### src/rtl/i2cs_pkg.sv
// Package: shared state encoding, bus event bundle and fixed address nibble
// for the I2C command-pointer slave. Assumes 7-bit addressing only.
package i2cs_pkg;

    localparam logic [3:0] ADDR_HI = 4'b0011;

    typedef enum logic [3:0] {
        ST_IDLE,
        ST_ADDR,
        ST_ADDR_ACK,
        ST_CMD,
        ST_CMD_ACK,
        ST_WDATA,
        ST_WDATA_ACK,
        ST_RDATA,
        ST_MACK
    } sl_state_t;

    typedef struct packed {
        logic scl_rise;
        logic scl_fall;
        logic start;
        logic stop;
        logic sda;
    } bus_ev_t;

endpackage

### src/rtl/i2cs_glitch_filter.sv
// Glitch filter: two-flop synchronizer followed by a FILT_LEN-sample majority
// vote. Assumes FILT_LEN is odd and at least 3; the idle bus level is high.
module i2cs_glitch_filter #(
    parameter int FILT_LEN = 5
) (
    input  logic clk,
    input  logic rst_n,
    input  logic line_i,
    output logic line_o
);
    localparam int CW   = $clog2(FILT_LEN + 1);
    localparam int HALF = FILT_LEN / 2;

    logic [1:0]          sync_q;
    logic [FILT_LEN-1:0] win_q;
    logic [CW-1:0]       ones;
    logic                out_q;

    // Bring the asynchronous line into the clock domain.
    always_ff @(posedge clk) begin
        if (!rst_n) sync_q <= 2'b11;
        else        sync_q <= {sync_q[0], line_i};
    end

    // Keep the last FILT_LEN synchronized samples.
    always_ff @(posedge clk) begin
        if (!rst_n) win_q <= '1;
        else        win_q <= {win_q[FILT_LEN-2:0], sync_q[1]};
    end

    // Count the high samples in the window.
    always_comb begin
        ones = '0;
        for (int i = 0; i < FILT_LEN; i++) ones = ones + CW'(win_q[i]);
    end

    // Register the majority decision.
    always_ff @(posedge clk) begin
        if (!rst_n) out_q <= 1'b1;
        else        out_q <= (ones > CW'(HALF));
    end

    assign line_o = out_q;
endmodule

### src/rtl/i2cs_bus_cond.sv
// Bus condition detector: turns filtered SCL/SDA into single-cycle SCL edge,
// START and STOP events. Assumes both inputs are already filtered and aligned.
module i2cs_bus_cond
    import i2cs_pkg::*;
(
    input  logic    clk,
    input  logic    rst_n,
    input  logic    scl_f,
    input  logic    sda_f,
    output bus_ev_t ev
);
    logic scl_q, sda_q;

    // Remember the previous filtered levels.
    always_ff @(posedge clk) begin
        if (!rst_n) begin
            scl_q <= 1'b1;
            sda_q <= 1'b1;
        end else begin
            scl_q <= scl_f;
            sda_q <= sda_f;
        end
    end

    // Decode edges and START/STOP from the level pairs.
    always_comb begin
        ev.scl_rise = scl_f & ~scl_q;
        ev.scl_fall = ~scl_f & scl_q;
        ev.start    = scl_f & scl_q & sda_q & ~sda_f;
        ev.stop     = scl_f & scl_q & ~sda_q & sda_f;
        ev.sda      = sda_f;
    end
endmodule

### src/rtl/i2cs_byte_fsm.sv
// Byte engine: address match, acknowledge generation, command pointer,
// write strobes and non-incrementing reads. Assumes reg_rdata is a
// combinational function of reg_idx and that the master never stretches.
module i2cs_byte_fsm
    import i2cs_pkg::*;
(
    input  logic       clk,
    input  logic       rst_n,
    input  bus_ev_t    ev,
    input  logic [2:0] strap_i,
    input  logic [7:0] reg_rdata,
    output logic       sda_oe,
    output logic [1:0] reg_idx,
    output logic [7:0] reg_wdata,
    output logic       reg_wr,
    output logic       reg_rd
);
    sl_state_t  state_q;
    logic [3:0] cnt_q;
    logic [7:0] sh_q;
    logic [6:0] tx_q;
    logic [1:0] ptr_q;
    logic [7:0] wd_q;
    logic       rw_q, mack_q, oe_q, wr_q, rd_q;

    wire ev_fall  = ev.scl_fall;
    wire ev_start = ev.start;
    wire ev_stop  = ev.stop;

    // Main sequencer: all state changes happen on bus events.
    always_ff @(posedge clk) begin
        if (!rst_n) begin
            state_q <= ST_IDLE;
            cnt_q   <= '0;
            sh_q    <= '0;
            tx_q    <= '0;
            ptr_q   <= '0;
            wd_q    <= '0;
            rw_q    <= 1'b0;
            mack_q  <= 1'b0;
            oe_q    <= 1'b0;
            wr_q    <= 1'b0;
            rd_q    <= 1'b0;
        end else begin
            wr_q <= 1'b0;
            rd_q <= 1'b0;
            if (ev.start) begin
                state_q <= ST_ADDR;
                cnt_q   <= '0;
                oe_q    <= 1'b0;
            end else if (ev.stop) begin
                state_q <= ST_IDLE;
                oe_q    <= 1'b0;
            end else begin
                case (state_q)
                    ST_ADDR, ST_CMD, ST_WDATA: begin
                        if (ev.scl_rise && cnt_q != 4'd8) begin
                            sh_q  <= {sh_q[6:0], ev.sda};
                            cnt_q <= cnt_q + 4'd1;
                        end else if (ev.scl_fall && cnt_q == 4'd8) begin
                            cnt_q <= '0;
                            if (state_q == ST_ADDR) begin
                                if (sh_q[7:1] == {ADDR_HI, strap_i}) begin
                                    rw_q    <= sh_q[0];
                                    oe_q    <= 1'b1;
                                    state_q <= ST_ADDR_ACK;
                                end else begin
                                    state_q <= ST_IDLE;
                                end
                            end else if (state_q == ST_CMD) begin
                                oe_q    <= 1'b1;
                                state_q <= ST_CMD_ACK;
                            end else begin
                                oe_q    <= 1'b1;
                                state_q <= ST_WDATA_ACK;
                            end
                        end
                    end
                    ST_ADDR_ACK: begin
                        if (ev.scl_fall) begin
                            if (rw_q) begin
                                tx_q    <= reg_rdata[6:0];
                                oe_q    <= ~reg_rdata[7];
                                rd_q    <= 1'b1;
                                cnt_q   <= '0;
                                state_q <= ST_RDATA;
                            end else begin
                                oe_q    <= 1'b0;
                                state_q <= ST_CMD;
                            end
                        end
                    end
                    ST_CMD_ACK: begin
                        if (ev.scl_fall) begin
                            ptr_q   <= sh_q[1:0];
                            oe_q    <= 1'b0;
                            state_q <= ST_WDATA;
                        end
                    end
                    ST_WDATA_ACK: begin
                        if (ev.scl_fall) begin
                            wd_q    <= sh_q;
                            wr_q    <= 1'b1;
                            oe_q    <= 1'b0;
                            state_q <= ST_WDATA;
                        end
                    end
                    ST_RDATA: begin
                        if (ev.scl_fall) begin
                            if (cnt_q == 4'd7) begin
                                oe_q    <= 1'b0;
                                state_q <= ST_MACK;
                            end else begin
                                oe_q  <= ~tx_q[6];
                                tx_q  <= {tx_q[5:0], 1'b0};
                                cnt_q <= cnt_q + 4'd1;
                            end
                        end
                    end
                    ST_MACK: begin
                        if (ev.scl_rise) begin
                            mack_q <= ~ev.sda;
                        end else if (ev.scl_fall) begin
                            if (mack_q) begin
                                tx_q    <= reg_rdata[6:0];
                                oe_q    <= ~reg_rdata[7];
                                rd_q    <= 1'b1;
                                cnt_q   <= '0;
                                state_q <= ST_RDATA;
                            end else begin
                                state_q <= ST_IDLE;
                            end
                        end
                    end
                    default: state_q <= ST_IDLE;
                endcase
            end
        end
    end

    assign sda_oe    = oe_q;
    assign reg_idx   = ptr_q;
    assign reg_wdata = wd_q;
    assign reg_wr    = wr_q;
    assign reg_rd    = rd_q;

    AST_OE_SCL_LOW_ONLY: assert property (@(posedge clk) disable iff (!rst_n)
        (!$past(ev_fall) && !$past(ev_start) && !$past(ev_stop)) |-> $stable(oe_q));
    AST_START_TO_ADDR: assert property (@(posedge clk) disable iff (!rst_n)
        ev_start |=> (state_q == ST_ADDR && !oe_q));
    AST_STOP_TO_IDLE: assert property (@(posedge clk) disable iff (!rst_n)
        (ev_stop && !ev_start) |=> (state_q == ST_IDLE && !oe_q));
    AST_IDLE_RELEASED: assert property (@(posedge clk) disable iff (!rst_n)
        (state_q == ST_IDLE) |-> !oe_q);
    AST_WR_ON_FALL: assert property (@(posedge clk) disable iff (!rst_n)
        wr_q |-> $past(ev_fall));
    AST_RD_ON_FALL: assert property (@(posedge clk) disable iff (!rst_n)
        rd_q |-> $past(ev_fall));
endmodule

### src/rtl/i2c_cmd_slave.sv
// Top: filters both bus lines, detects bus conditions and runs the byte
// engine. Assumes an external open-drain pad turns sda_oe into a low drive.
module i2c_cmd_slave #(
    parameter int FILT_LEN = 5
) (
    input  logic       clk,
    input  logic       rst_n,
    input  logic       scl_i,
    input  logic       sda_i,
    input  logic [2:0] strap_i,
    output logic       sda_oe,
    output logic [1:0] reg_idx,
    output logic [7:0] reg_wdata,
    output logic       reg_wr,
    output logic       reg_rd,
    input  logic [7:0] reg_rdata
);
    import i2cs_pkg::*;

    localparam int NLINES = 2;

    logic [NLINES-1:0] raw_lines;
    logic [NLINES-1:0] filt_lines;
    bus_ev_t           ev;

    assign raw_lines = {scl_i, sda_i};

    // One filter per bus line.
    for (genvar g = 0; g < NLINES; g++) begin : g_filt
        i2cs_glitch_filter #(.FILT_LEN(FILT_LEN)) u_filt (
            .clk    (clk),
            .rst_n  (rst_n),
            .line_i (raw_lines[g]),
            .line_o (filt_lines[g])
        );
    end

    i2cs_bus_cond u_cond (
        .clk   (clk),
        .rst_n (rst_n),
        .scl_f (filt_lines[1]),
        .sda_f (filt_lines[0]),
        .ev    (ev)
    );

    i2cs_byte_fsm u_fsm (
        .clk       (clk),
        .rst_n     (rst_n),
        .ev        (ev),
        .strap_i   (strap_i),
        .reg_rdata (reg_rdata),
        .sda_oe    (sda_oe),
        .reg_idx   (reg_idx),
        .reg_wdata (reg_wdata),
        .reg_wr    (reg_wr),
        .reg_rd    (reg_rd)
    );
endmodule

### config.mk
export PLATFORM = sky130hd
export DESIGN_NAME = i2c_cmd_slave
export DESIGN_NICKNAME = d
export VERILOG_FILES = /design/src/rtl/i2cs_pkg.sv /design/src/rtl/i2cs_glitch_filter.sv /design/src/rtl/i2cs_bus_cond.sv /design/src/rtl/i2cs_byte_fsm.sv /design/src/rtl/i2c_cmd_slave.sv
export SDC_FILE = /design/constraint.sdc
export NUM_CORES = 1
export LEC_CHECK = 0
export BUFFER_PORTS_ARGS = -buffer_cell sky130_fd_sc_hd__buf_2
export CORE_MARGIN = 2
export CORE_UTILIZATION = 58
export DETAILED_ROUTE_END_ITERATION = 8
export GPL_ROUTABILITY_DRIVEN = 0
export GPL_TIMING_DRIVEN = 0
export HOLD_SLACK_MARGIN = 0.03
export PLACE_DENSITY = 0.85
export SYNTH_ARGS = -nofsm -noshare
export SYNTH_HDL_FRONTEND = slang
export SYNTH_SLANG_ARGS = --single-unit
### constraint.sdc
create_clock -name clk -period 2.4 [get_ports clk]
set_clock_uncertainty 0.2 [all_clocks]
set_input_delay 0.12 -clock clk [delete_from_list [all_inputs] [get_ports clk]]
set_output_delay 0.12 -clock clk [all_outputs]
set_load 0.005 [all_outputs]
Yosys cells after proc, flatten, opt, wreduce, memory -nomap -nowiden. Cells that the tools add are included.

Flip-flop bits (word level): 56. Input bits: 15. Output and inout bits: 13. Word-level logic and storage cells: 156.

Add/subtract/negate cells: 9. Order comparisons: 2. Eq/ne operators: 33. Multiplexer cells: 54. Bitwise operators: 18. Reductions and logical operators: 20.

Operator list (count): two-way mux 4 bit (18); two-way mux 7 bit (7); AND reduction 10 bit (3); != test 4 x 1 -> 1 bit, second input constant (6); one-hot mux 7 bit (3 select lines) (1); == test 4 x 3 -> 1 bit, second input constant (5); two-way mux 1 bit (20); one-hot mux 4 bit (5 select lines) (1); adder 3 x 1 -> 3 bit (6); != test 2 x 1 -> 1 bit, second input constant (8); one-hot mux 4 bit (4 select lines) (1); AND reduction 4 bit (4); AND reduction 8 bit (2); NOT 1 bit (11); == test 4 x 2 -> 1 bit, second input constant (2); == test 4 bit, second input constant (2); != test 4 bit, second input constant (2); AND 1 bit (7); == test 7 x 5 -> 1 bit (1); AND reduction 7 bit (1); greater-than comparator 3 x 2 -> 1 bit, second input constant (2); two-way mux 3 bit (2); != test 2 bit, second input constant (3); OR reduction 3 bit (2); other kinds (15) (19).

Longest topological paths before layout. Gate-level depths: netlist (run 1).

Depth after elaboration: 8. Mapped depth: 8. Depth with buffers taken out: 8.

Cells and area by module. A second synthesis (run 1) with hierarchy kept.

Cells, all modules: 305. Area total of the unflattened synthesis: 2831.5 sq um.

Modules (own cells, without submodules): i2cs_byte_fsm (times used 1, cells each 240, area each 2133.3 sq um); i2cs_glitch_filter (times used 2, cells each 28, area each 302.8 sq um); i2cs_bus_cond (times used 1, cells each 9, area each 92.6 sq um).

Least setup slack after synthesis (run 1). No wires, ideal clock.

Path type: register -> register. Start: register g_filt[0].u_filt.win_q[0]. End: register g_filt[0].u_filt.out_q. Setup time: 79 ps. Data arrival time: 1854 ps. Path slack: 267 ps. Stages on the path, launching flop included: 9. Buffers on the path: 0. Period minus slack after synthesis: 2133 ps. Cells stage by stage: dfxtp_1 > ha_1 > inv_1 > fa_1 > inv_1 > ha_1 > inv_1 > fa_1 > o211ai_1.

Word-level cells in the longest chain between the ends: 5.

Ends and longest elaborated chain: start, declared (line i2cs_glitch_filter.sv:15) `logic [FILT_LEN-1:0] win_q;`; start signal, assigned (line i2cs_glitch_filter.sv:28) `else win_q <= {win_q[FILT_LEN-2:0], sync_q[1]};`; adder 1 x 1 -> 2 bit (line i2cs_glitch_filter.sv:34) `for (int i = 0; i < FILT_LEN; i++) ones = ones + CW'(win_q[i]);`; adder 3 x 1 -> 3 bit (3 in a row) (line i2cs_glitch_filter.sv:34); greater-than comparator 3 x 2 -> 1 bit (line i2cs_glitch_filter.sv:40) `else out_q <= (ones > CW'(HALF));`; end signal, assigned (line i2cs_glitch_filter.sv:40); end, declared (line i2cs_glitch_filter.sv:17) `logic out_q;`.

Every way passes these cells. A chain may end at the register's enable or synchronous reset.

Final worst setup path (run 1). Ends and elaborated chain as after synthesis.

==> summary.txt, run 1 <==
STATUS
-----------------------------------------------------------------------------------
Result of the run .................................................... finished clean

GLOBAL ROUTING
-----------------------------------------------------------------------------------
Pin count of the biggest net entering global routing .................           17
Global-route usage over all layers ...................................       22.70%
Residual overflow from global routing ................................            0
Antenna violations before repair .....................................            0
Via count of the first global-routing pass ...........................         2091
Global-route wire length before repair ...............................      9473 um

CRITICAL PATH
-----------------------------------------------------------------------------------
Chain of cells forming the critical path ............................. ha_1 > inv_1 > fa_1 > inv_1 > ha_1 > inv_1 > fa_1 > o211ai_1
Most common cell type on the critical path ........................... sky130_fd_sc_hd__inv_1
Worst Setup End Kind .................................................         flop
Nature of the critical path startpoint ...............................         flop
Register-to-Register Setup Slack .....................................      0.11 ns
CP max stage cell .................................................... sky130_fd_sc_hd__fa_1
Worst path max stage delay ...........................................      0.48 ns
Arrival time worst endpoint ..........................................      2.31 ns
Required time of the worst setup path ................................      2.43 ns
Critical-path maximum fanout .........................................            2
Critical path start-end classification ...............................      reg2reg

ROUTE
-----------------------------------------------------------------------------------
First-pass detailed-route iteration total ............................            5
DR WL/cell ...........................................................     14.38 um
Average vias per placed instance .....................................        5.763
Residual DRC count ...................................................            0
Antenna Violating Nets Remaining .....................................            0
Via total after detailed routing .....................................         2259
Total wirelength of the detailed-routed design .......................      5636 um
Initial drt markers ..................................................          244

STA
-----------------------------------------------------------------------------------
Worst rel slew slack .................................................       54.25%
Final Worst Setup Slack ..............................................    0.1127 ns
RSZ-0062 raised after global routing .................................           no
Final hold violation count ...........................................            0
Tmin final ...........................................................     2.287 ns
Max-slew violation count .............................................            0
Setup TNS ............................................................         0 ns
Measured slew at the worst slew-check pin ............................    0.6800 ns
Fmax .................................................................    437.2 MHz
Total of endpoints with negative setup slack in the final report .....            0
Final period util ....................................................       95.30%

FLOORPLAN
-----------------------------------------------------------------------------------
Starting density of the core .........................................       61.25%
Die span in x ........................................................     72.28 um
Standard-cell rows ...................................................           24
Core Area ............................................................     4414 um2
Die boundary height ..................................................     72.28 um
Die area .............................................................     5224 um2
Top-Level Pins .......................................................           28

SYNTHESIS
-----------------------------------------------------------------------------------
Count of state elements after synthesis ..............................           56
Synth cell types .....................................................           52
Post-synthesis mux area share ........................................       11.11%
Area fraction in compound gates after synthesis ......................       12.45%
Most used flip-flop cell after synthesis ............................. sky130_fd_sc_hd__dfxtp_1
Number of flops mapped to enable cells by yosys ......................            0
Most area-consuming cells after synthesis ............................ sky130_fd_sc_hd__dfxtp_1, sky130_fd_sc_hd__mux2i_1, sky130_fd_sc_hd__nor2_1, sky130_fd_sc_hd__nand2b_1, sky130_fd_sc_hd__fa_1
Xor and xnor area share after synthesis ..............................       1.620%
Post-synthesis simple-gate area fraction .............................       21.93%
Synth Cell Area ......................................................     2704 um2
Synth async-reset ratio ..............................................           0%
Synth Warn # .........................................................            0
Synthesized instance count ...........................................          293
Sequential element share of the synthesized area .....................       41.46%
Library cell with the largest summed area after synthesis ............ sky130_fd_sc_hd__dfxtp_1
Mapped Nets ..........................................................          318
Fraction of the mapped netlist area in adder cells ...................       5.738%
Fraction of post-synthesis cell area in the top cell type by area ....       41.46%
Main combinational cell family by area after synthesis ............... simple AND/OR/NAND/NOR gates
Syn_area_per_cell ....................................................    9.228 um2

CLOCKING
-----------------------------------------------------------------------------------
TritonCTS clock tree .................................................         done
Clock slew at reported path FFs ......................................      0.09 ns
Number of clock sinks ................................................           56
Buffer depth of the longest clock path ...............................            2
Htree depth ..........................................................            2
Clk root buf ......................................................... sky130_fd_sc_hd__clkbuf_8
Clock latency on the worst-skew pair .................................      0.30 ns
CTS buffer count .....................................................            5

HOLD PATH
-----------------------------------------------------------------------------------
Hold crit path type ..................................................       in2reg

FINAL LAYOUT
-----------------------------------------------------------------------------------
Footprint of the flip-flops and latches ..............................     1121 um2
ANT cells ............................................................            0
Cell area after layout ...............................................     3120 um2
Multi-input logic area ...............................................     1436 um2
Area growth from synthesis to layout .................................       15.41%
Post-Route Utilization ...............................................       70.69%
Nets .................................................................          364
Proportion of layout cells with a drive suffix above 1 ...............       15.29%
Count of placed standard cells in the final layout, fillers left out .          392
Count of filler cells inserted in the layout .........................          327

PLACED DESIGN
-----------------------------------------------------------------------------------
PortBufs .............................................................           27
Cell Area, Placed ....................................................     2904 um2
Hpwl dp ..............................................................      3966 um
Worst slack at placement .............................................    0.1235 ns
Number of cells after detailed placement .............................          372

POWER
-----------------------------------------------------------------------------------
Leakage ..............................................................  0.001481 uW
Highest ir drop seen on vdd ..........................................     447.0 uV
Power density over the cells ......................................... 577.0 nW/um2

FLOW RUN
-----------------------------------------------------------------------------------
Max-cap violation count ..............................................            0

==> sequential cells by signal (all words and copies together), names as in the netlist <==
| register | flops |
|---|---|
| g_filt.u_filt.win_q | 10 |
| u_fsm.reg_wdata | 8 |
| u_fsm.sh_q | 8 |
| u_fsm.tx_q | 7 |
| g_filt.u_filt.sync_q | 4 |
| u_fsm.cnt_q | 4 |
| u_fsm.state_q | 4 |
| g_filt.u_filt.line_o | 2 |
| u_fsm.reg_idx | 2 |
| u_cond.scl_q | 1 |
| u_cond.sda_q | 1 |
| u_fsm.mack_q | 1 |
| u_fsm.reg_rd | 1 |
| u_fsm.reg_wr | 1 |
| u_fsm.rw_q | 1 |
| u_fsm.sda_oe | 1 |
==> metal layers <==
layer | track usage [%] | routed length (um)
met5 | 0 | 0
met3 | 4.722 | 247
met1 | 30.59 | 2568
met4 | 6.499 | 114
met2 | 37.00 | 2706
==> worst paths after layout <==
kind                            cells past startpoint                                    to                             startpoint
worst max-delay path                                8    g_filt[0].u_filt.line_o$_SDFF_PN1_   g_filt[0].u_filt.win_q[0]$_SDFF_PN1_
worst min register to register                      1  g_filt[1].u_filt.win_q[0]$_SDFF_PN1_  g_filt[1].u_filt.sync_q[1]$_SDFF_PN1_
worst min-delay path                                5             u_fsm.sda_oe$_SDFFE_PP0P_                           reg_rdata[7]
worst max register to register                      8    g_filt[0].u_filt.line_o$_SDFF_PN1_   g_filt[0].u_filt.win_q[0]$_SDFF_PN1_
==> cells by family after synthesis <==
family / count (synthesis)
compound gates: 45
xor+xnor: 5
fa+ha+maj: 10
buf+inv: 35
flops: 56
mux: 30
simple gates: 112
==> synthesized netlist by cell type (6+ instances only) <==
cell,count
sky130_fd_sc_hd__dfxtp_1,56
sky130_fd_sc_hd__nor2_1,32
sky130_fd_sc_hd__mux2i_1,30
sky130_fd_sc_hd__inv_1,19
sky130_fd_sc_hd__nand2_1,18
sky130_fd_sc_hd__nand2b_1,18
sky130_fd_sc_hd__nand3_1,10
sky130_fd_sc_hd__clkbuf_1,9
sky130_fd_sc_hd__a211oi_1,8
sky130_fd_sc_hd__a21oi_1,8
sky130_fd_sc_hd__ha_1,6
sky130_fd_sc_hd__nor3_1,6
==> power by group <==
group / internal [uW] / switching (uW)
logic: 125 / 176
clock network: 235 / 294
registers: 950 / 20.1
total: 1310 / 490
==> cell usage in the layout, fill, tap and decap left out, types with 2 or more instances in the layout <==
cell type,Yosys,layout
sky130_fd_sc_hd__clkbuf_1,9,10
sky130_fd_sc_hd__dfxtp_1,56,56
sky130_fd_sc_hd__nor2_1,32,32
sky130_fd_sc_hd__a311o_1,2,2
sky130_fd_sc_hd__nand3b_1,3,3
sky130_fd_sc_hd__a21oi_1,8,8
sky130_fd_sc_hd__o211ai_1,4,4
sky130_fd_sc_hd__or3b_2,2,2
sky130_fd_sc_hd__buf_4,1,3
sky130_fd_sc_hd__or2_1,2,2
sky130_fd_sc_hd__buf_2,3,30
sky130_fd_sc_hd__nand2_1,18,18
sky130_fd_sc_hd__or2_2,2,2
sky130_fd_sc_hd__buf_6,2,2
sky130_fd_sc_hd__a31oi_1,2,2
sky130_fd_sc_hd__nor4_1,3,3
sky130_fd_sc_hd__xor2_1,4,4
sky130_fd_sc_hd__nand2b_1,18,18
sky130_fd_sc_hd__nor2b_1,5,5
sky130_fd_sc_hd__ha_1,6,6
sky130_fd_sc_hd__dlygate4sd3_1,0,10
sky130_fd_sc_hd__nor3_1,6,6
sky130_fd_sc_hd__mux2i_1,30,30
sky130_fd_sc_hd__o21ai_0,5,5
sky130_fd_sc_hd__fa_1,4,4
sky130_fd_sc_hd__and3b_1,2,2
sky130_fd_sc_hd__a211oi_1,8,8
sky130_fd_sc_hd__and3_1,2,2
sky130_fd_sc_hd__inv_1,19,19
sky130_fd_sc_hd__o31ai_1,3,3
sky130_fd_sc_hd__clkbuf_8,0,6
sky130_fd_sc_hd__nand3_1,10,10
==> layout make-up <==
| type | count | share of cell area (%) |
|---|---|---|
| Multi-Input combinational cell | 202 | 46.03 |
| Buffer | 15 | 2.526 |
| Sequential cell | 56 | 35.93 |
| Tap cell | 52 | 2.085 |
| Clock buffer | 7 | 2.767 |
| Timing Repair Buffer | 39 | 8.019 |
| Inverter | 20 | 2.406 |
| Clock inverter | 1 | 0.2406 |
==> what timing repair did <==
| item | CTS | global route |
|---|---|---|
| hold buffers | 10 | 0 |
| hold endpoints to repair | 13 | 0 |
| endpoints found under the setup margin | 0 | 10 |
| gates resized for setup | 0 | 1 |
| buffers inserted | 0 | 2 |
==> metrics by stage <==
step	power [uW]	hold WS, ns
floorplan	1197	-0.006957
global route	1876	0.07444
CTS	1806	0.06594
finish	1800	0.08480
global placement	1263	0.1003
detailed placement	1266	0.1128
==> critical path, delay by kind of cell (launching register included) <==
| family | cells | cell delay, ns |
|---|---|---|
| flops | 1 | 0.32 |
| compound gates | 1 | 0.18 |
| buf+inv | 3 | 0.16 |
| fa+ha+maj | 4 | 1.34 |
Power figures use the tool's default switching activity.
==> run 2, diff against run 1 <==
--- a/config.mk
+++ b/config.mk
@@ -5,6 +5,7 @@
 export SDC_FILE = /design/constraint.sdc
 export NUM_CORES = 1
 export LEC_CHECK = 0
+export ABC_AREA = 1
 export BUFFER_PORTS_ARGS = -buffer_cell sky130_fd_sc_hd__buf_2
 export CORE_MARGIN = 2
 export CORE_UTILIZATION = 58
==> run 2 against run 1 <==
Effect of this change: count of clock-buffer cells in the layout is 1 lower; die area is 1.9% higher; worst hold slack worse by 0.016 ns; first-iteration DRC count is 33% lower; via count is 4.3% higher; final area is 0.88% higher; wire length is 7.3% lower; worst setup slack better by 0.018 ns; global-route usage is 1.4 points lower; critical endpoint is now g_filt[1].u_filt.line_o$_SDFF_PN1_; highest routed layer unchanged.
==> summary.txt, run 2 <==
FLOORPLAN
------------------------------------------------------------------------------------
Die area ..............................................................     5325 um2   +1.9%
Starting density of the core ..........................................       59.19%   -2.1 points
Core Area .............................................................     4661 um2   +5.6%
Top-Level Pins ........................................................           28   unchanged
Die span in x .........................................................     72.97 um   +0.96%
Standard-cell rows ....................................................           25   +4.2%
Die boundary height ...................................................     72.97 um   +0.96%

STA
------------------------------------------------------------------------------------
Fmax ..................................................................    440.6 MHz   +0.78%
Worst rel slew slack ..................................................       74.07%   +20 points
Tmin final ............................................................     2.270 ns   -0.01781 ns
Measured slew at the worst slew-check pin .............................    0.3889 ns   -0.2911 ns
RSZ-0062 raised after global routing ..................................           no
Final period util .....................................................       94.56%   -0.74 points
Final hold violation count ............................................            0   unchanged
Max-slew violation count ..............................................            0   unchanged
Setup TNS .............................................................         0 ns   unchanged
Min Hold Slack ........................................................   0.06857 ns   -0.01623 ns
Total of endpoints with negative setup slack in the final report ......            0   unchanged

ROUTE
------------------------------------------------------------------------------------
Total wirelength of the detailed-routed design ........................      5226 um   -7.3%
Initial drt markers ...................................................          164   -33%
First-pass detailed-route iteration total .............................            4   -1
DR WL/cell ............................................................     11.00 um   -23%
Average vias per placed instance ......................................        4.960   -14%
Antenna Violating Nets Remaining ......................................            0   unchanged
Via total after detailed routing ......................................         2356   +4.3%
Residual DRC count ....................................................            0   unchanged

CLOCKING
------------------------------------------------------------------------------------
Clock latency on the worst-skew pair ..................................      0.30 ns   about the same
Buffer depth of the longest clock path ................................            2   unchanged
Clk root buf .......................................................... sky130_fd_sc_hd__clkbuf_8
TritonCTS clock tree ..................................................         done
Setup repair bufs after CTS ...........................................            0   unchanged
Htree depth ...........................................................            2   unchanged
Clock slew at reported path FFs .......................................      0.09 ns   about the same
Post-cts gate resize count ............................................            0   unchanged
Cts-stage hold buffer count ...........................................           10   unchanged
Number of clock sinks .................................................           56   unchanged
CTS buffer count ......................................................            5   unchanged

GLOBAL ROUTING
------------------------------------------------------------------------------------
Via count of the first global-routing pass ............................         2137   +2.2%
Global-route wire length before repair ................................      9025 um   -4.7%
Residual overflow from global routing .................................            0   unchanged
M1 GR Usage ...........................................................       27.35%   -3.2 points
Pin count of the biggest net entering global routing ..................           18   +1
GR Util met3 ..........................................................       2.901%   -1.8 points
Met2 global-route usage ...............................................       37.58%   +0.57 points
Global-route usage over all layers ....................................       21.29%   -1.4 points
Antenna violations before repair ......................................            0   unchanged
Most heavily used metal layer in global routing .......................         met2

FINAL LAYOUT
------------------------------------------------------------------------------------
Largest register by flop count ........................................ g_filt.u_filt.win_q
Proportion of layout cells with a drive suffix above 1 ................       19.95%   +4.7 points
Count of filler cells inserted in the layout ..........................          392   +20%
Area growth from synthesis to layout ..................................       14.10%
Nets ..................................................................          445   +22%
Multi-input logic area ................................................     1356 um2   -5.6%
Footprint of the flip-flops and latches ...............................     1121 um2   unchanged
Cell area after layout ................................................     3148 um2   +0.88%
Max reg flops .........................................................           10   unchanged
ANT cells .............................................................            0   unchanged
Top library cells by usage in the layout, fill and taps aside ......... sky130_fd_sc_hd__nand2_1, sky130_fd_sc_hd__inv_1, sky130_fd_sc_hd__dfxtp_1, sky130_fd_sc_hd__nor2_1, sky130_fd_sc_hd__buf_2
Post-Route Utilization ................................................       67.54%   -3.1 points
Most common cell after layout, fill and taps aside .................... sky130_fd_sc_hd__nand2_1

CRITICAL PATH
------------------------------------------------------------------------------------
Critical-path maximum fanout ..........................................            2   unchanged
Register-to-Register Setup Slack ......................................      0.13 ns   +0.02 ns
Worst path max stage delay ............................................      0.48 ns   about the same
Number of stages on the worst setup path ..............................            8   unchanged
Worst Setup End Kind ..................................................         flop
Required time of the worst setup path .................................      2.43 ns   about the same
Count of buffering cells on the critical path with inverters included .            3   unchanged
Nature of the critical path startpoint ................................         flop
CP max stage cell ..................................................... sky130_fd_sc_hd__fa_1
Arrival time worst endpoint ...........................................      2.30 ns   about the same
Critical path start-end classification ................................      reg2reg
Reg-to-reg critical path endpoint ..................................... g_filt[1].u_filt.line_o$_SDFF_PN1_
Startpoint of the worst setup timing path ............................. g_filt[1].u_filt.win_q[0]$_SDFF_PN1_
Timing endpoint of the critical path .................................. g_filt[1].u_filt.line_o$_SDFF_PN1_
Reg-to-reg critical path startpoint ................................... g_filt[1].u_filt.win_q[0]$_SDFF_PN1_
Chain of cells forming the critical path .............................. ha_1 > inv_1 > fa_1 > inv_1 > ha_1 > inv_1 > fa_1 > o211ai_1
Depth of the worst register-to-register path ..........................            8   unchanged
Delay-heaviest family, CP .............................................  adder cells
Most common cell type on the critical path ............................ sky130_fd_sc_hd__inv_1

SYNTHESIS
------------------------------------------------------------------------------------
Xor and xnor area share after synthesis ...............................           0%   -1.6 points
Most used flip-flop cell after synthesis .............................. sky130_fd_sc_hd__dfxtp_1
Mapped Nets ...........................................................          401   +26%
Area fraction in compound gates after synthesis .......................       12.02%   -0.43 points
Post-synthesis mux area share .........................................           0%   -11 points
Number of flops mapped to enable cells by yosys .......................            0   unchanged
Most used standard cell by instance count after synthesis ............. sky130_fd_sc_hd__nand2_1
Sequential element share of the synthesized area ......................       40.63%   -0.83 points
Syn_area_per_cell .....................................................    7.337 um2   -20%
Count of state elements after synthesis ...............................           56   unchanged
Synth Warn # ..........................................................            0   unchanged
Synthesized instance count ............................................          376   +28%
Synth async-reset ratio ...............................................           0%   unchanged
Main combinational cell family by area after synthesis ................ simple AND/OR/NAND/NOR gates
Synth cell types ......................................................           32   -38%
Fraction of post-synthesis cell area in the top cell type by area .....       40.63%   -0.83 points
Fraction of the mapped netlist area in adder cells ....................       5.624%   -0.11 points
Post-synthesis simple-gate area fraction ..............................       31.52%   +9.6 points
Library cell with the largest summed area after synthesis ............. sky130_fd_sc_hd__dfxtp_1
Synth Cell Area .......................................................     2759 um2   +2.0%
Most area-consuming cells after synthesis ............................. sky130_fd_sc_hd__dfxtp_1, sky130_fd_sc_hd__nand2_1, sky130_fd_sc_hd__inv_1, sky130_fd_sc_hd__nor2_1, sky130_fd_sc_hd__o21ai_0
Ranking of synthesized cells by instance count ........................ sky130_fd_sc_hd__nand2_1, sky130_fd_sc_hd__dfxtp_1, sky130_fd_sc_hd__inv_1

PLACED DESIGN
------------------------------------------------------------------------------------
Hpwl dp ...............................................................      3949 um   -0.42%
PortBufs ..............................................................           27   unchanged
Cell Area, Placed .....................................................     2962 um2   +2.0%

HOLD PATH
------------------------------------------------------------------------------------
Startpoint of the worst hold path ..................................... reg_rdata[7]
Worst Hold Depth ......................................................            5   unchanged
Hold crit path type ...................................................       in2reg

FLOW RUN
------------------------------------------------------------------------------------
Max-cap violation count ...............................................            0   unchanged

STATUS
------------------------------------------------------------------------------------
Result of the run ..................................................... finished clean

POWER
------------------------------------------------------------------------------------
Power density over the cells .......................................... 584.2 nW/um2   +1.3%
Highest ir drop seen on vdd ...........................................     444.2 uV   -0.61%
Leakage ...............................................................  0.001543 uW   +4.2%

## run 2: worst reg2reg max path: cells and delay by family (launching register included)
family,cells,cell delay (ns)
adders and majority gates,4,1.32
buffers and inverters,3,0.15
AOI/OAI and AO/OA,1,0.19
DFF,1,0.33
## run 2: worst min-delay path by stage
| stage | endpoint | slack (ns) |
|---|---|---|
| after global routing | u_fsm.sda_oe$_SDFFE_PP0P_ | 0.13 |
| after global placement | g_filt[1].u_filt.sync_q[0]$_SDFF_PN1_ | 0.11 |
| final | u_fsm.sda_oe$_SDFFE_PP0P_ | 0.07 |
| after floorplan | g_filt[0].u_filt.sync_q[0]$_SDFF_PN1_ | 0.03 |
| after detailed placement | g_filt[1].u_filt.sync_q[0]$_SDFF_PN1_ | 0.12 |
| after CTS | u_fsm.sda_oe$_SDFFE_PP0P_ | 0.07 |
## run 2: report_power, final
| group | internal [uW] | leakage (uW) | switching [uW] |
|---|---|---|---|
| Clock | 209 | 0.0000456 | 299 |
| Combinational | 126 | 0.00104 | 201 |
| Sequential | 973 | 0.000454 | 31.5 |
| Total | 1310 | 0.00154 | 531 |
## run 2: final cells by class
cell class | instances | area share [%]
plain buffers | 9 | 1.590
inverters | 61 | 7.353
clock buffers | 6 | 2.305
repair buffers | 37 | 7.472
clock inverters | 2 | 0.4372
flip-flops and latches | 56 | 35.61
well taps | 54 | 2.146
multi-input cells | 250 | 43.08
## run 2: metrics by stage
step	setup slack [ns]	instances	total power, uW
global placement	0.2251	457	1327
CTS	0.1177	475	1854
global route	0.02557	475	1939
floorplan	0.2668	376	1271
finish	0.1305	475	1839
detailed placement	0.1310	457	1340
## run 2: logic make-up after synthesis
group	count (synthesis)
compound gates	62
flops	56
simple gates	178
buf+inv	70
fa+ha+maj	10
## run 2: per-layer routing
metal,vias up,share of wire (%)
li1,1254,-
met1,1055,47
met2,41,49
met3,6,3.4
met4,0,0.94
met5,-,0
==> run 3, diff against run 2 <==
--- a/config.mk
+++ b/config.mk
@@ -8,12 +8,13 @@
 export ABC_AREA = 1
 export BUFFER_PORTS_ARGS = -buffer_cell sky130_fd_sc_hd__buf_2
 export CORE_MARGIN = 2
-export CORE_UTILIZATION = 58
+export CORE_UTILIZATION = 61
+export CTS_BUF_LIST = sky130_fd_sc_hd__clkbuf_4
 export DETAILED_ROUTE_END_ITERATION = 8
 export GPL_ROUTABILITY_DRIVEN = 0
 export GPL_TIMING_DRIVEN = 0
 export HOLD_SLACK_MARGIN = 0.03
-export PLACE_DENSITY = 0.85
+export PLACE_DENSITY = 0.88
 export SYNTH_ARGS = -nofsm -noshare
 export SYNTH_HDL_FRONTEND = slang
 export SYNTH_SLANG_ARGS = --single-unit
==> constraint.sdc (replaced) <==
create_clock -name clk -period 2.4 [get_ports clk]
set_clock_uncertainty 0.2 [all_clocks]
set_input_delay 0.36 -clock clk [delete_from_list [all_inputs] [get_ports clk]]
set_output_delay 0.36 -clock clk [all_outputs]
set_load 0.02 [all_outputs]
==> run 3 against run 2 <==
Effect of this change: die area shrank 4.7%; final area fell by 3.5%; worst hold slack worse by 0.0096 ns; global-route usage increased by 1.3 points; clock power shrank 17%; maximum frequency decreased by 0.41%; wire length rose by 2.4%; utilization is 2.2 points higher; critical path depth is the same; register-to-register slack about the same; critical endpoint unchanged; highest routed layer unchanged.
==> summary.txt, run 3 (synthesis results as in run 2) <==
STATUS
-----------------------------------------------------------------------------------
Result of the run .................................................... finished clean

CLOCKING
-----------------------------------------------------------------------------------
TritonCTS clock tree .................................................         done
CTS buffer count .....................................................            5   unchanged
Clock slew at reported path FFs ......................................      0.16 ns   +0.07 ns
Clock latency on the worst-skew pair .................................      0.38 ns   +0.08 ns
Buffer depth of the longest clock path ...............................            2   unchanged
Number of clock sinks ................................................           56   unchanged
Post-cts gate resize count ...........................................            0   unchanged
Htree depth ..........................................................            2   unchanged
Clk root buf ......................................................... sky130_fd_sc_hd__clkbuf_4

ROUTE
-----------------------------------------------------------------------------------
Total wirelength of the detailed-routed design .......................      5350 um   +2.4%
DR WL/cell ...........................................................     11.51 um   +4.6%
Initial drt markers ..................................................          136   -17%
Via total after detailed routing .....................................         2361   +0.21%
First-pass detailed-route iteration total ............................            4   unchanged
Residual DRC count ...................................................            0   unchanged
Average vias per placed instance .....................................        5.077   +2.4%
Antenna Violating Nets Remaining .....................................            0   unchanged

POWER
-----------------------------------------------------------------------------------
Relative contribution of the clock network to total power ............        24.1%   -3.5 points
Leakage ..............................................................  0.001500 uW   -2.8%
Cell internal power dissipation ......................................      1222 uW   -6.6%
Logic pwr share ......................................................        18.5%   +0.7 points
Highest ir drop seen on vdd ..........................................     474.8 uV   +6.9%
Power density over the cells ......................................... 576.3 nW/um2   -1.4%
Portion of total power attributed to sequential cells ................        57.4%   +2.8 points
Reported net switching power .........................................     529.1 uW   -0.43%
Switch share .........................................................       30.22%   +1.3 points

GLOBAL ROUTING
-----------------------------------------------------------------------------------
Global-route usage over all layers ...................................       22.61%   +1.3 points
Antenna violations before repair .....................................            0   unchanged
Via count of the first global-routing pass ...........................         2260   +5.8%
Pin count of the biggest net entering global routing .................           18   unchanged
Global-route wire length before repair ...............................      9246 um   +2.4%
Residual overflow from global routing ................................            0   unchanged

CRITICAL PATH
-----------------------------------------------------------------------------------
Required time of the worst setup path ................................      2.51 ns   +0.08 ns
Critical path start-end classification ...............................      reg2reg
Critical-path maximum fanout .........................................            2   unchanged
Most common cell type on the critical path ........................... sky130_fd_sc_hd__inv_1
Arrival time worst endpoint ..........................................      2.39 ns   +0.09 ns
Worst path max stage delay ...........................................      0.49 ns   about the same
Nature of the critical path startpoint ...............................         flop
Chain of cells forming the critical path ............................. ha_1 > inv_1 > fa_1 > inv_1 > ha_1 > inv_1 > fa_1 > o211ai_1
CP max stage cell .................................................... sky130_fd_sc_hd__fa_1
Worst Setup End Kind .................................................         flop

STA
-----------------------------------------------------------------------------------
Worst rel slew slack .................................................       73.33%   -0.75 points
Min Hold Slack .......................................................   0.05899 ns   -0.009576 ns
Max-slew violation count .............................................            0   unchanged
Total of endpoints with negative setup slack in the final report .....            0   unchanged
RSZ-0062 raised after global routing .................................           no
Measured slew at the worst slew-check pin ............................    0.4001 ns   +0.01118 ns
Final hold violation count ...........................................            0   unchanged
Final period util ....................................................       94.95%   +0.39 points
Tmin final ...........................................................     2.279 ns   +0.009286 ns
Setup TNS ............................................................         0 ns   unchanged
Fmax .................................................................    438.8 MHz   -0.41%

FLOORPLAN
-----------------------------------------------------------------------------------
Top-Level Pins .......................................................           28   unchanged
Die area .............................................................     5077 um2   -4.7%
Die boundary height ..................................................     71.25 um   -2.4%
Standard-cell rows ...................................................           24   -4.0%
Core Area ............................................................     4354 um2   -6.6%
Starting density of the core .........................................       63.36%   +4.2 points
Die span in x ........................................................     71.25 um   -2.4%

FLOW RUN
-----------------------------------------------------------------------------------
Max-cap violation count ..............................................            0   unchanged

PLACED DESIGN
-----------------------------------------------------------------------------------
Number of cells after detailed placement .............................          455   -0.44%
Hpwl dp ..............................................................      4096 um   +3.7%
PortBufs .............................................................           27   unchanged

FINAL LAYOUT
-----------------------------------------------------------------------------------
Post-Route Utilization ...............................................       69.77%   +2.2 points
Count of filler cells inserted in the layout .........................          354   -9.7%
Largest register by flop count ....................................... g_filt.u_filt.win_q
Count of placed standard cells in the final layout, fillers left out .          465   -2.1%
Area growth from synthesis to layout .................................       10.11%
ANT cells ............................................................            0   unchanged
Top library cells by usage in the layout, fill and taps aside ........ sky130_fd_sc_hd__nand2_1, sky130_fd_sc_hd__inv_1, sky130_fd_sc_hd__dfxtp_1, sky130_fd_sc_hd__nor2_1, sky130_fd_sc_hd__buf_2
Most common cell after layout, fill and taps aside ................... sky130_fd_sc_hd__nand2_1
Max reg flops ........................................................           10   unchanged
Nets .................................................................          437   -1.8%
Proportion of layout cells with a drive suffix above 1 ...............       20.58%   +0.63 points

HOLD PATH
-----------------------------------------------------------------------------------
Hold crit path type ..................................................       in2reg

## run 3: worst paths after layout
path,start,endpoint,slack (ns),depth (start not counted)
hold reg to reg,g_filt[0].u_filt.sync_q[0]$_SDFF_PN1_,g_filt[0].u_filt.sync_q[1]$_SDFF_PN1_,0.24,1
hold / removal,rst_n,u_fsm.sh_q[3]$_SDFFE_PN0P_,0.06,3
setup / recovery,g_filt[1].u_filt.win_q[0]$_SDFF_PN1_,g_filt[1].u_filt.line_o$_SDFF_PN1_,0.12,8
setup reg to reg,g_filt[1].u_filt.win_q[0]$_SDFF_PN1_,g_filt[1].u_filt.line_o$_SDFF_PN1_,0.12,8
## run 3: through the flow
| stage | setup slack (ns) | instance area [um2] | power [uW] |
|---|---|---|---|
| 2_1_floorplan | 0.2668 | 2759 | 1275 |
| 3_3_place_gp | 0.2265 | 2959 | 1331 |
| 3_5_place_dp | 0.1261 | 2959 | 1345 |
| 4_1_cts | 0.1043 | 3038 | 1762 |
| 5_1_grt | 0.03192 | 3038 | 1845 |
| 6_report | 0.1212 | 3038 | 1751 |
## run 3: layer usage
metal	wire length, um	share of wire, %	global-route usage (%)	up-vias
li1	-	-	-	1238
met1	2345	44	26.41	1060
met2	2692	50	40.74	54
met3	230	4.3	4.782	9
met4	82	1.5	8.176	0
met5	0	0	0	-
## run 3: cell type report
cell class	instances	area [um2]	area share, %
tap	52	65.06	2.142
sequential	56	1121	36.90
clock buffer	6	45.04	1.483
buffer	9	50.05	1.647
timing repair buffer	29	155.1	5.107
clock inverter	2	13.76	0.4530
multi-input combinational	250	1356	44.65
inverter	61	231.5	7.619
## run 3: repair_timing
action                                 CTS  global route
setup buffers                            0             0
hold buffers                             2             0
endpoints found under the hold margin    2             0
## run 3: power groups by stage
stage	registers (uW)	clock network [uW]	logic [uW]
4_1_cts	1010	433	324
5_1_grt	1010	467	366
6_report	1010	421	324
2_1_floorplan	1020	0	253
3_5_place_dp	1030	0	320
3_3_place_gp	1020	0	308
## run 3: worst max-delay path, delay by kind of cell, from the launching register on
kind                     cells  cell delay (ns)
AO/OA/AOI/OAI                1             0.17
buffers and inverters        3             0.18
adder cells (fa/ha/maj)      4             1.33
flip-flops                   1             0.34
